## src/rtl/wb_pkg.sv

```systemverilog
package wb_pkg;
   typedef enum logic {
      WB_IDLE = 1'b0,
      WB_BUSY = 1'b1
   } wb_state_e;

   function automatic int wb_blk_lsb(input int words, input int dw);
      return $clog2(words * dw / 8);
   endfunction
endpackage

```

## src/rtl/wb_store_fifo.sv

```systemverilog
module wb_store_fifo #(
   parameter int DEPTH   = 6,
   parameter int AW      = 32,
   parameter int DW      = 32,
   parameter int BLK_LSB = 5,
   localparam int IW     = (DEPTH > 1) ? $clog2(DEPTH) : 1,
   localparam int CW     = $clog2(DEPTH + 1),
   localparam int BW     = AW - BLK_LSB
) (
   input  logic             clk,
   input  logic             rst_n,
   input  logic             push_i,
   input  logic [AW-1:0]    push_addr_i,
   input  logic [DW-1:0]    push_data_i,
   input  logic             pop_i,
   output logic             full_o,
   output logic             empty_o,
   output logic [IW-1:0]    head_idx_o,
   output logic [AW-1:0]    head_addr_o,
   output logic [DW-1:0]    head_data_o,
   input  logic [BW-1:0]    look_blk_i,
   output logic [DEPTH-1:0] hit_o
);
   localparam logic [IW-1:0] LAST = IW'(DEPTH - 1);
   localparam logic [CW-1:0] CMAX = CW'(DEPTH);

   if (DEPTH < 2) $error("wb_store_fifo: DEPTH must be at least 2");
   if (BLK_LSB >= AW) $error("wb_store_fifo: block offset wider than address");

   logic [AW-1:0]    addr_q [DEPTH];
   logic [DW-1:0]    data_q [DEPTH];
   logic [DEPTH-1:0] vld_q;
   logic [IW-1:0]    wr_ptr, rd_ptr;
   logic [CW-1:0]    cnt;

   function automatic logic [IW-1:0] step(input logic [IW-1:0] p);
      return (p == LAST) ? '0 : p + 1'b1;
   endfunction

   always_ff @(posedge clk) begin
      if (push_i) begin
         addr_q[wr_ptr] <= push_addr_i;
         data_q[wr_ptr] <= push_data_i;
      end
   end

   always_ff @(posedge clk) begin
      if (!rst_n) begin
         wr_ptr <= '0;
         rd_ptr <= '0;
         cnt    <= '0;
         vld_q  <= '0;
      end else begin
         if (push_i) begin
            vld_q[wr_ptr] <= 1'b1;
            wr_ptr        <= step(wr_ptr);
         end
         if (pop_i) begin
            vld_q[rd_ptr] <= 1'b0;
            rd_ptr        <= step(rd_ptr);
         end
         case ({push_i, pop_i})
            2'b10:   cnt <= cnt + 1'b1;
            2'b01:   cnt <= cnt - 1'b1;
            default: cnt <= cnt;
         endcase
      end
   end

   assign full_o      = (cnt == CMAX);
   assign empty_o     = (cnt == '0);
   assign head_idx_o  = rd_ptr;
   assign head_addr_o = addr_q[rd_ptr];
   assign head_data_o = data_q[rd_ptr];

   for (genvar g = 0; g < DEPTH; g++) begin : g_cmp
      assign hit_o[g] = vld_q[g] && (addr_q[g][AW-1:BLK_LSB] == look_blk_i);
   end

   // the controller never pushes into a full queue
   a_r9_no_push_full: assert property (@(posedge clk) disable iff (!rst_n)
      push_i |-> !full_o);
   // only an occupied head slot retires
   a_r8_pop_occupied: assert property (@(posedge clk) disable iff (!rst_n)
      pop_i |-> (!empty_o && vld_q[rd_ptr]));
endmodule

```

## src/rtl/wb_issue_pace.sv

```systemverilog
module wb_issue_pace #(
   parameter int GAP   = 3,
   localparam int CW   = (GAP > 1) ? $clog2(GAP) : 1
) (
   input  logic clk,
   input  logic rst_n,
   input  logic fire_i,
   output logic ok_o
);
   if (GAP < 1) $error("wb_issue_pace: GAP must be at least 1");

   logic [CW-1:0] cnt;

   always_ff @(posedge clk) begin
      if (!rst_n)             cnt <= '0;
      else if (fire_i)        cnt <= CW'(GAP - 1);
      else if (cnt != '0)     cnt <= cnt - 1'b1;
   end

   assign ok_o = (cnt == '0);

   // a write is started only when the spacing window has closed
   a_r4_fire_when_ok: assert property (@(posedge clk) disable iff (!rst_n)
      fire_i |-> ok_o);
endmodule

```

## src/rtl/rd_bypass_wbuf.sv

```systemverilog
module rd_bypass_wbuf
   import wb_pkg::*;
#(
   parameter int AW        = 32,
   parameter int DW        = 32,
   parameter int DEPTH     = 6,
   parameter int BLK_WORDS = 8,
   parameter int WR_GAP    = 3
) (
   input  logic          clk,
   input  logic          rst_n,
   input  logic          cpu_wr_req,
   input  logic [AW-1:0] cpu_wr_addr,
   input  logic [DW-1:0] cpu_wr_data,
   output logic          cpu_wr_stall,
   input  logic          cpu_rd_req,
   input  logic [AW-1:0] cpu_rd_addr,
   output logic          cpu_rd_done,
   output logic [DW-1:0] cpu_rd_data,
   input  logic          flush_req,
   output logic          flush_ack,
   output logic          bus_valid,
   output logic          bus_we,
   output logic [AW-1:0] bus_addr,
   output logic [DW-1:0] bus_wdata,
   input  logic          bus_done,
   input  logic          bus_conflict,
   input  logic [DW-1:0] bus_rdata
);
   localparam int BLK_LSB = wb_blk_lsb(BLK_WORDS, DW);
   localparam int IW      = (DEPTH > 1) ? $clog2(DEPTH) : 1;
   localparam int GW      = $clog2(WR_GAP + 1) + 1;

   if (DW % 8 != 0) $error("rd_bypass_wbuf: DW must be whole bytes");
   if ((BLK_WORDS & (BLK_WORDS - 1)) != 0) $error("rd_bypass_wbuf: BLK_WORDS must be a power of two");
   if (WR_GAP < 1) $error("rd_bypass_wbuf: WR_GAP must be at least 1");

   wb_state_e        state;
   logic             cur_rd;
   logic             rd_wait, rd_hit_f;
   logic [DEPTH-1:0] rd_mask, hit_vec;
   logic             full, empty, pace_ok;
   logic [IW-1:0]    head_idx;
   logic [AW-1:0]    head_addr;
   logic [DW-1:0]    head_data;
   logic             rd_elig, wr_elig, issue_rd, issue_wr, issue;
   logic             finish, fin_ok, push, pop;

   assign push    = cpu_wr_req && !full;
   assign rd_elig = cpu_rd_req && !cpu_rd_done && (!rd_wait || (rd_mask == '0));
   assign wr_elig = !empty && pace_ok;
   assign issue_rd = (state == WB_IDLE) && rd_elig;
   assign issue_wr = (state == WB_IDLE) && !rd_elig && wr_elig;
   assign issue    = issue_rd || issue_wr;
   assign finish   = (state == WB_BUSY) && bus_done;
   assign fin_ok   = finish && !bus_conflict;
   assign pop      = fin_ok && !cur_rd;

   wb_store_fifo #(
      .DEPTH(DEPTH), .AW(AW), .DW(DW), .BLK_LSB(BLK_LSB)
   ) u_fifo (
      .clk(clk), .rst_n(rst_n),
      .push_i(push), .push_addr_i(cpu_wr_addr), .push_data_i(cpu_wr_data),
      .pop_i(pop), .full_o(full), .empty_o(empty),
      .head_idx_o(head_idx), .head_addr_o(head_addr), .head_data_o(head_data),
      .look_blk_i(cpu_rd_addr[AW-1:BLK_LSB]), .hit_o(hit_vec)
   );

   wb_issue_pace #(.GAP(WR_GAP)) u_pace (
      .clk(clk), .rst_n(rst_n), .fire_i(issue_wr), .ok_o(pace_ok)
   );

   always_ff @(posedge clk) begin
      if (!rst_n) begin
         state       <= WB_IDLE;
         cur_rd      <= 1'b0;
         bus_valid   <= 1'b0;
         bus_we      <= 1'b0;
         bus_addr    <= '0;
         bus_wdata   <= '0;
         rd_wait     <= 1'b0;
         rd_hit_f    <= 1'b0;
         rd_mask     <= '0;
         cpu_rd_done <= 1'b0;
         cpu_rd_data <= '0;
      end else begin
         cpu_rd_done <= 1'b0;
         if (issue) begin
            state     <= WB_BUSY;
            bus_valid <= 1'b1;
            cur_rd    <= issue_rd;
            bus_we    <= issue_wr;
            bus_addr  <= issue_rd ? cpu_rd_addr : head_addr;
            bus_wdata <= issue_rd ? '0 : head_data;
            if (issue_rd && !rd_wait) begin
               rd_mask  <= hit_vec;
               rd_hit_f <= |hit_vec;
            end
         end else if (finish) begin
            state     <= WB_IDLE;
            bus_valid <= 1'b0;
         end
         if (pop) rd_mask[head_idx] <= 1'b0;
         if (fin_ok && cur_rd) begin
            if (rd_hit_f && !rd_wait) begin
               rd_wait <= 1'b1;
            end else begin
               cpu_rd_done <= 1'b1;
               cpu_rd_data <= bus_rdata;
               rd_wait     <= 1'b0;
               rd_hit_f    <= 1'b0;
            end
         end
      end
   end

   assign cpu_wr_stall = full;
   assign flush_ack    = flush_req && empty;

   // Checker-only state: write-start spacing
   logic          bv_q;
   logic [GW-1:0] gap_cnt;
   logic          wr_start;
   assign wr_start = bus_valid && bus_we && !bv_q;

   always_ff @(posedge clk) begin
      if (!rst_n) begin
         bv_q    <= 1'b0;
         gap_cnt <= GW'(WR_GAP);
      end else begin
         bv_q <= bus_valid;
         if (wr_start)                  gap_cnt <= GW'(1);
         else if (gap_cnt < GW'(WR_GAP)) gap_cnt <= gap_cnt + 1'b1;
      end
   end

   // write starts are at least WR_GAP cycles apart
   a_r4_write_spacing: assert property (@(posedge clk) disable iff (!rst_n)
      wr_start |-> (gap_cnt >= GW'(WR_GAP)));
   // a cycle holds steady until the target ends it
   a_r5_hold_cycle: assert property (@(posedge clk) disable iff (!rst_n)
      (bus_valid && !bus_done) |=> (bus_valid && $stable(bus_addr) && $stable(bus_we) && $stable(bus_wdata)));
   // an eligible read wins the next bus cycle
   a_r2_read_first: assert property (@(posedge clk) disable iff (!rst_n)
      ((state == WB_IDLE) && rd_elig) |=> (bus_valid && !bus_we));
   // the retry read waits for the matched stores
   a_r3_retry_waits: assert property (@(posedge clk) disable iff (!rst_n)
      ((state == WB_IDLE) && rd_wait && (rd_mask != '0)) |=> !(bus_valid && !bus_we));
   // no write on the bus while the flush is acknowledged
   a_r7_flush_idle: assert property (@(posedge clk) disable iff (!rst_n)
      flush_ack |-> !(bus_valid && bus_we));
endmodule

```

## config.mk

```make
export PLATFORM = sky130hd
export DESIGN_NAME = rd_bypass_wbuf
export DESIGN_NICKNAME = d
export VERILOG_FILES = /design/src/rtl/wb_pkg.sv /design/src/rtl/wb_store_fifo.sv /design/src/rtl/wb_issue_pace.sv /design/src/rtl/rd_bypass_wbuf.sv
export SDC_FILE = /design/constraint.sdc
export NUM_CORES = 1
export LEC_CHECK = 0
export ABC_CLOCK_PERIOD_IN_PS = 11900
export CAP_MARGIN = 20
export CORE_ASPECT_RATIO = 0.9
export CORE_MARGIN = 4
export CORE_UTILIZATION = 45
export DETAILED_ROUTE_END_ITERATION = 12
export GPL_TIMING_DRIVEN = 0
export PLACE_DENSITY = 0.75
export RECOVER_POWER = 100
export SLEW_MARGIN = 5
export SYNTH_ARGS = -nofsm -noshare
export SYNTH_HDL_FRONTEND = slang
export SYNTH_HIERARCHICAL = 1
export SYNTH_SLANG_ARGS = --single-unit
export TNS_END_PERCENT = 5
```

## constraint.sdc

```tcl
create_clock -name clk -period 11.9 [get_ports clk]
set_input_delay 1.785 -clock clk [delete_from_list [all_inputs] [get_ports clk]]
set_output_delay 1.785 -clock clk [all_outputs]
set_load 0.01 [all_outputs]
```

* Word level (Yosys, flattened, before mapping)
Memories as Yosys holds them, arrays and structs flattened. A register that Yosys moved wholly into a read port is not among the register bits.
Cells that the tools add are included.
** Word-level totals
- Memories kept :: 2
- Output and inout bits :: 101
- Latch bits :: 0
- Bits of input ports :: 135
- Word-level logic and storage cells :: 119
- Memory bits (writable) :: 384
- Flip-flop bits (word level) :: 125
- Bits in read-only memories :: 0
** Cells by class
- Equal/unequal tests :: 11
- Reduce and logical (&&, ||, !) cells :: 42
- Bitwise gates (word level) :: 7
- Muxes and demuxes :: 32
- Magnitude comparators :: 4
- Divide/modulo/power cells :: 0
- Multipliers :: 0
- Shifts and indexed selects :: 0
- Add/sub/neg operators :: 5
** Memories
- u_fifo.addr_q :: words 6, width 32, read ports 7, clocked after memory_dff 1, wr ports 1, line wb_store_fifo.sv:30 : logic [AW-1:0] addr_q [DEPTH];
- u_fifo.data_q :: words 6, width 32, read ports 1, clocked after memory_dff 1, wr ports 1, line wb_store_fifo.sv:31 : logic [DW-1:0] data_q [DEPTH];
** Operator list (number)
- $eq 27x27->1 :: 6
- $mux 32 :: 2
- $mux 6 :: 7
- $logic_and 1x1->1 :: 22
- $mux 3 :: 6
- $and 6x6->6 :: 2
- $mux 1 :: 12
- $add 3x1->3 const B :: 3
- $eq 3x3->1 const B :: 3
- $lt 3x4->1 const B :: 2
- $reduce_bool 2->1 :: 4
- $logic_not 1->1 :: 7
- $demux 1 s3 :: 2
- $ge 3x1->1 const B :: 2
- $logic_not 6->1 :: 1
- $not 6->6 :: 1
- $or 6x6->6 :: 1
- $pmux 3 s2 :: 1
- $reduce_or 6->1 :: 1
- $mux 2 :: 2
- $reduce_and 2->1 :: 2
- $logic_not 3->1 :: 1
- $not 1->1 :: 3
- $sub 3x1->3 const B :: 1
- 6 further kinds :: 7

* Depth between registers and ports, before layout
- Depth after elaboration :: 11
- Mapped depth :: 10
- Depth with buffers taken out :: 10

* Modules after synthesis
Netlist, hierarchy kept.
** By module, submodules not included
- wb_store_fifo :: cells each 1028, area each 19424.9 sq um, sequential area each 13813.2 sq um, times used 1
- rd_bypass_wbuf :: cells each 532, area each 4335.4 sq um, sequential area each 2162.1 sq um, times used 1
- wb_issue_pace :: cells each 6, area each 67.6 sq um, sequential area each 40.0 sq um, times used 1

* Worst setup path after synthesis
OpenSTA, ideal clock, no wires.
- Kind :: input -> register
- Start point :: in cpu_wr_req
- End point :: mem u_fifo.addr_q[1][0] (enable)
- Required time :: 11330 ps
- Setup slack :: 4762 ps
- Library setup time :: 570 ps
- Stages on the path :: 3
- Data arrival time :: 6569 ps
- Path buffers :: 0
- Cell sequence :: nor2b_1 -> nand2_1 -> nor3_1
** On the way
- Longest elaborated chain between the ends :: 3
** Ends and longest elaborated chain
- from (decl) :: line rd_bypass_wbuf.sv:12 : input logic cpu_wr_req,
- $logic_and 1x1->1 :: line rd_bypass_wbuf.sv:49 : assign push = cpu_wr_req && !full;
- $mux 1 :: line wb_store_fifo.sv:41 : if (push_i) begin
- $mux 1 (implied by the code) :: line wb_store_fifo.sv:42 : addr_q[wr_ptr] <= push_addr_i;
- to (decl) :: line wb_store_fifo.sv:30
No other way between the ends.

* Worst setup path in the final report
- Start point :: in cpu_wr_req
- End point :: mem u_fifo.data_q[5][26] (enable)
** On the way
- Longest elaborated chain between the ends :: 3
** Ends and longest elaborated chain
- $logic_and 1x1->1 :: line rd_bypass_wbuf.sv:49
- named net push :: line rd_bypass_wbuf.sv:47 : logic finish, fin_ok, push, pop;
- $mux 1 :: line wb_store_fifo.sv:41
- $mux 1 (implied by the code) :: line wb_store_fifo.sv:43 : data_q[wr_ptr] <= push_data_i;
- to (decl) :: line wb_store_fifo.sv:31
The timed path passes the listed nets, and every way through them passes these cells.

==> metrics.txt <==
status=finished with violations; violated checks=max-capacitance violations, max-slew violations; Non-Filler Instances=2,633; fin area=29,200 sq um; Worst Path Max Fanout=26; CTS clk-pin slew, worst paths=0.06 ns; die area=56,700 sq um; CTS sink cnt=576; Worst-Skew Late Latency=0.62 ns; Placed Instance Area=27,500 sq um; setup bufs post-CTS=0; Mapped Nets=1,703; synthesized flop and latch total=576; vias in the first global route=15.2k; Nets=2,027; largest net degree at the start of global routing=27; DP Wirelength=49.3 mm; Fin Setup TNS=0 ns; syn_area_per_cell=15.2 sq um; Total Power=4.67 mW; crit share post-route=49.5%; Placeable Area=52,000 sq um; post-synth top area share=56.5%; detailed-route DRC error count=0; pwr dens=160 nW/um^2; Post-synth EDFFs=448; most common cell in the netlist=edfxtp_1; worst setup margin=6.01 ns; Detailed Route WL=67.7 mm; Layout area overhead=22.4%; Die Span X=251 microns; synthesized cell area=23,800 sq um; Max-slew headroom=-60.0%; row cnt=79; die height=226 microns; CTS HTree Levels=2; post-CTS sizing=0; RePlAce Congestion=0.961; area leader, netlist=edfxtp_1; cts bufs inserted=58; Pleak=9.43 nW; Yosys warnings=6; DR vias=15.2k; number of DRC markers in iteration 0=1,734; Slew Viols, Final=278; async set-or-reset flop fraction in the synthesized netlist=0%; CTS Buffer Depth=3; Crit path arrival time=6.09 ns; Hold WS=0.447 ns; Worst Skew=0.0194 ns; # hold bufs at CTS=0; ranking of synthesized cells by area=edfxtp_1, dfxtp_1, mux4_2, xnor2_1, nand2_1; routed len/inst=25.7 microns; layout cells sized above 1=14.8%; Boundary Pins=236; Max Fclk=170 MHz; CTS tree=yes; final hold violations=0; dpl ws=7.02 ns; MaxCap Viol Count=14; antenna violations before repair=12; CP Class=input port to flop; RSZ-0062 raised after global routing=false; crit path launch type=input port; final core utilization=56.1%; first-pass GRT wire length=99.6 mm; endpoints failing setup=0; CP endpoint kind=flop; Unique masters post-synth=51; Post-DRT Antenna Nets=0; Tightest Hold Check Type=flop to flop; Critical Path RT=12.10 ns; number of detailed-route iterations in the first pass=5; Tightest Pin Transition=2.39 ns; Post-synth top flop=edfxtp_1; Post-Syn Instances=1,566; post-DR vias/cell=5.76; part of the Yosys area used for sequential elements=67.2%; peak supply drop=108 uV; # port buffers=235; clk root buf=clkbuf_16; gr ovfl total=0; Total Routing Usage GR=23.5%; Initial Util=45.8%; dpl cells=2,518; Post-synth top cells=edfxtp_1, xnor2_1, nand2_1; minimum clock period=5.89 ns
flip-flops by register name, summed over array words and instances, names as in the netlist, 2 cells and up, named ones only:
name and count:
u_fifo/data_q 192, bus_wdata 32, u_fifo/wr_ptr 3, bus_addr 32
u_fifo/vld_q 6, u_fifo/addr_q 256, rd_mask 6, cpu_rd_data 32
u_fifo/cnt 3, u_pace/cnt 2, u_fifo/head_idx_o 3
logic make-up (layout without fill, tap and decap cells):
logic type | Yosys count | in the layout | share of synthesized area (%)
buffers and inverters | 123 | 497 | 2.58
adders and majority gates | 2 | 2 | 0.137
muxes | 167 | 167 | 12.2
DFF | 576 | 576 | 67.2
other | 0 | 5 | 0
xor gates and xnor gates | 165 | 165 | 6.06
AOI/OAI and AO/OA | 174 | 174 | 4.45
and+or+nand+nor | 359 | 359 | 7.33
report_power, final:
group          leakage [nW]  total [mW]  switching [mW]  internal, mW
clock                 0.993        1.93           0.777          1.16
sequential             5.12        2.26          0.0301          2.23
combinational          3.32       0.477           0.284         0.193
final cells by class:
cell class,count,area (sq um)
clock buffers,74,1530
plain buffers,113,567
clock inverters,36,502
well taps,688,861
multi-input cells,867,7190
fillers,4134,22800
inverters,10,37.5
diodes,5,12.5
flip-flops and latches,576,16000
repair buffers,264,2460
critical path: stages:
cell and delay [ns]:
dlygate4sd3_1 0.53, nor2b_1 0.27, nand2_1 0.22, nor2_1 1.80, clkbuf_1 1.46
layer usage:
metal | vias up | global-route usage, % | routed length (microns) | part of all wire [%]
li1 | 6611 | - | - | -
met1 | 7608 | 32.9 | 27300 | 40
met2 | 831 | 37.0 | 31400 | 46
met3 | 112 | 6.78 | 7730 | 11
met4 | 12 | 5.46 | 1250 | 1.8
met5 | - | 0 | 78 | 0.12
placed cells by master, fill, tap and decap left out, types with 7 or more instances in the layout:
cell,n
nor2_1,48
dfxtp_1,128
nor2b_1,8
a311oi_1,16
or4_1,7
buf_4,12
dlygate4sd3_1,172
mux4_2,96
bufinv_16,11
a31oi_1,21
nand2_1,161
buf_2,42
clkinv_2,12
edfxtp_1,448
inv_1,10
nand4_1,63
nand3_1,21
mux2i_1,39
mux2_2,32
clkdlybuf4s50_1,63
o211ai_1,20
nor3_1,16
a21oi_1,102
clkbuf_1,92
xnor2_1,163
nor4_1,8
clkbuf_16,58
nand2b_1,7
worst paths after layout:
kind | startpoint | end | slack (ns) | depth (start not counted)
max | cpu_wr_req | u_fifo/data_q[5][26]$_DFFE_PP_ | 6.01 | 5
min | bus_we$_SDFFE_PN0N_ | bus_we$_SDFFE_PN0N_ | 0.45 | 2
max reg2reg | u_fifo/cnt[0]$_SDFFE_PN0P_ | u_fifo/data_q[5][26]$_DFFE_PP_ | 7.12 | 6
min reg2reg | bus_we$_SDFFE_PN0N_ | bus_we$_SDFFE_PN0N_ | 0.45 | 2
Power figures use the tool's default switching activity.
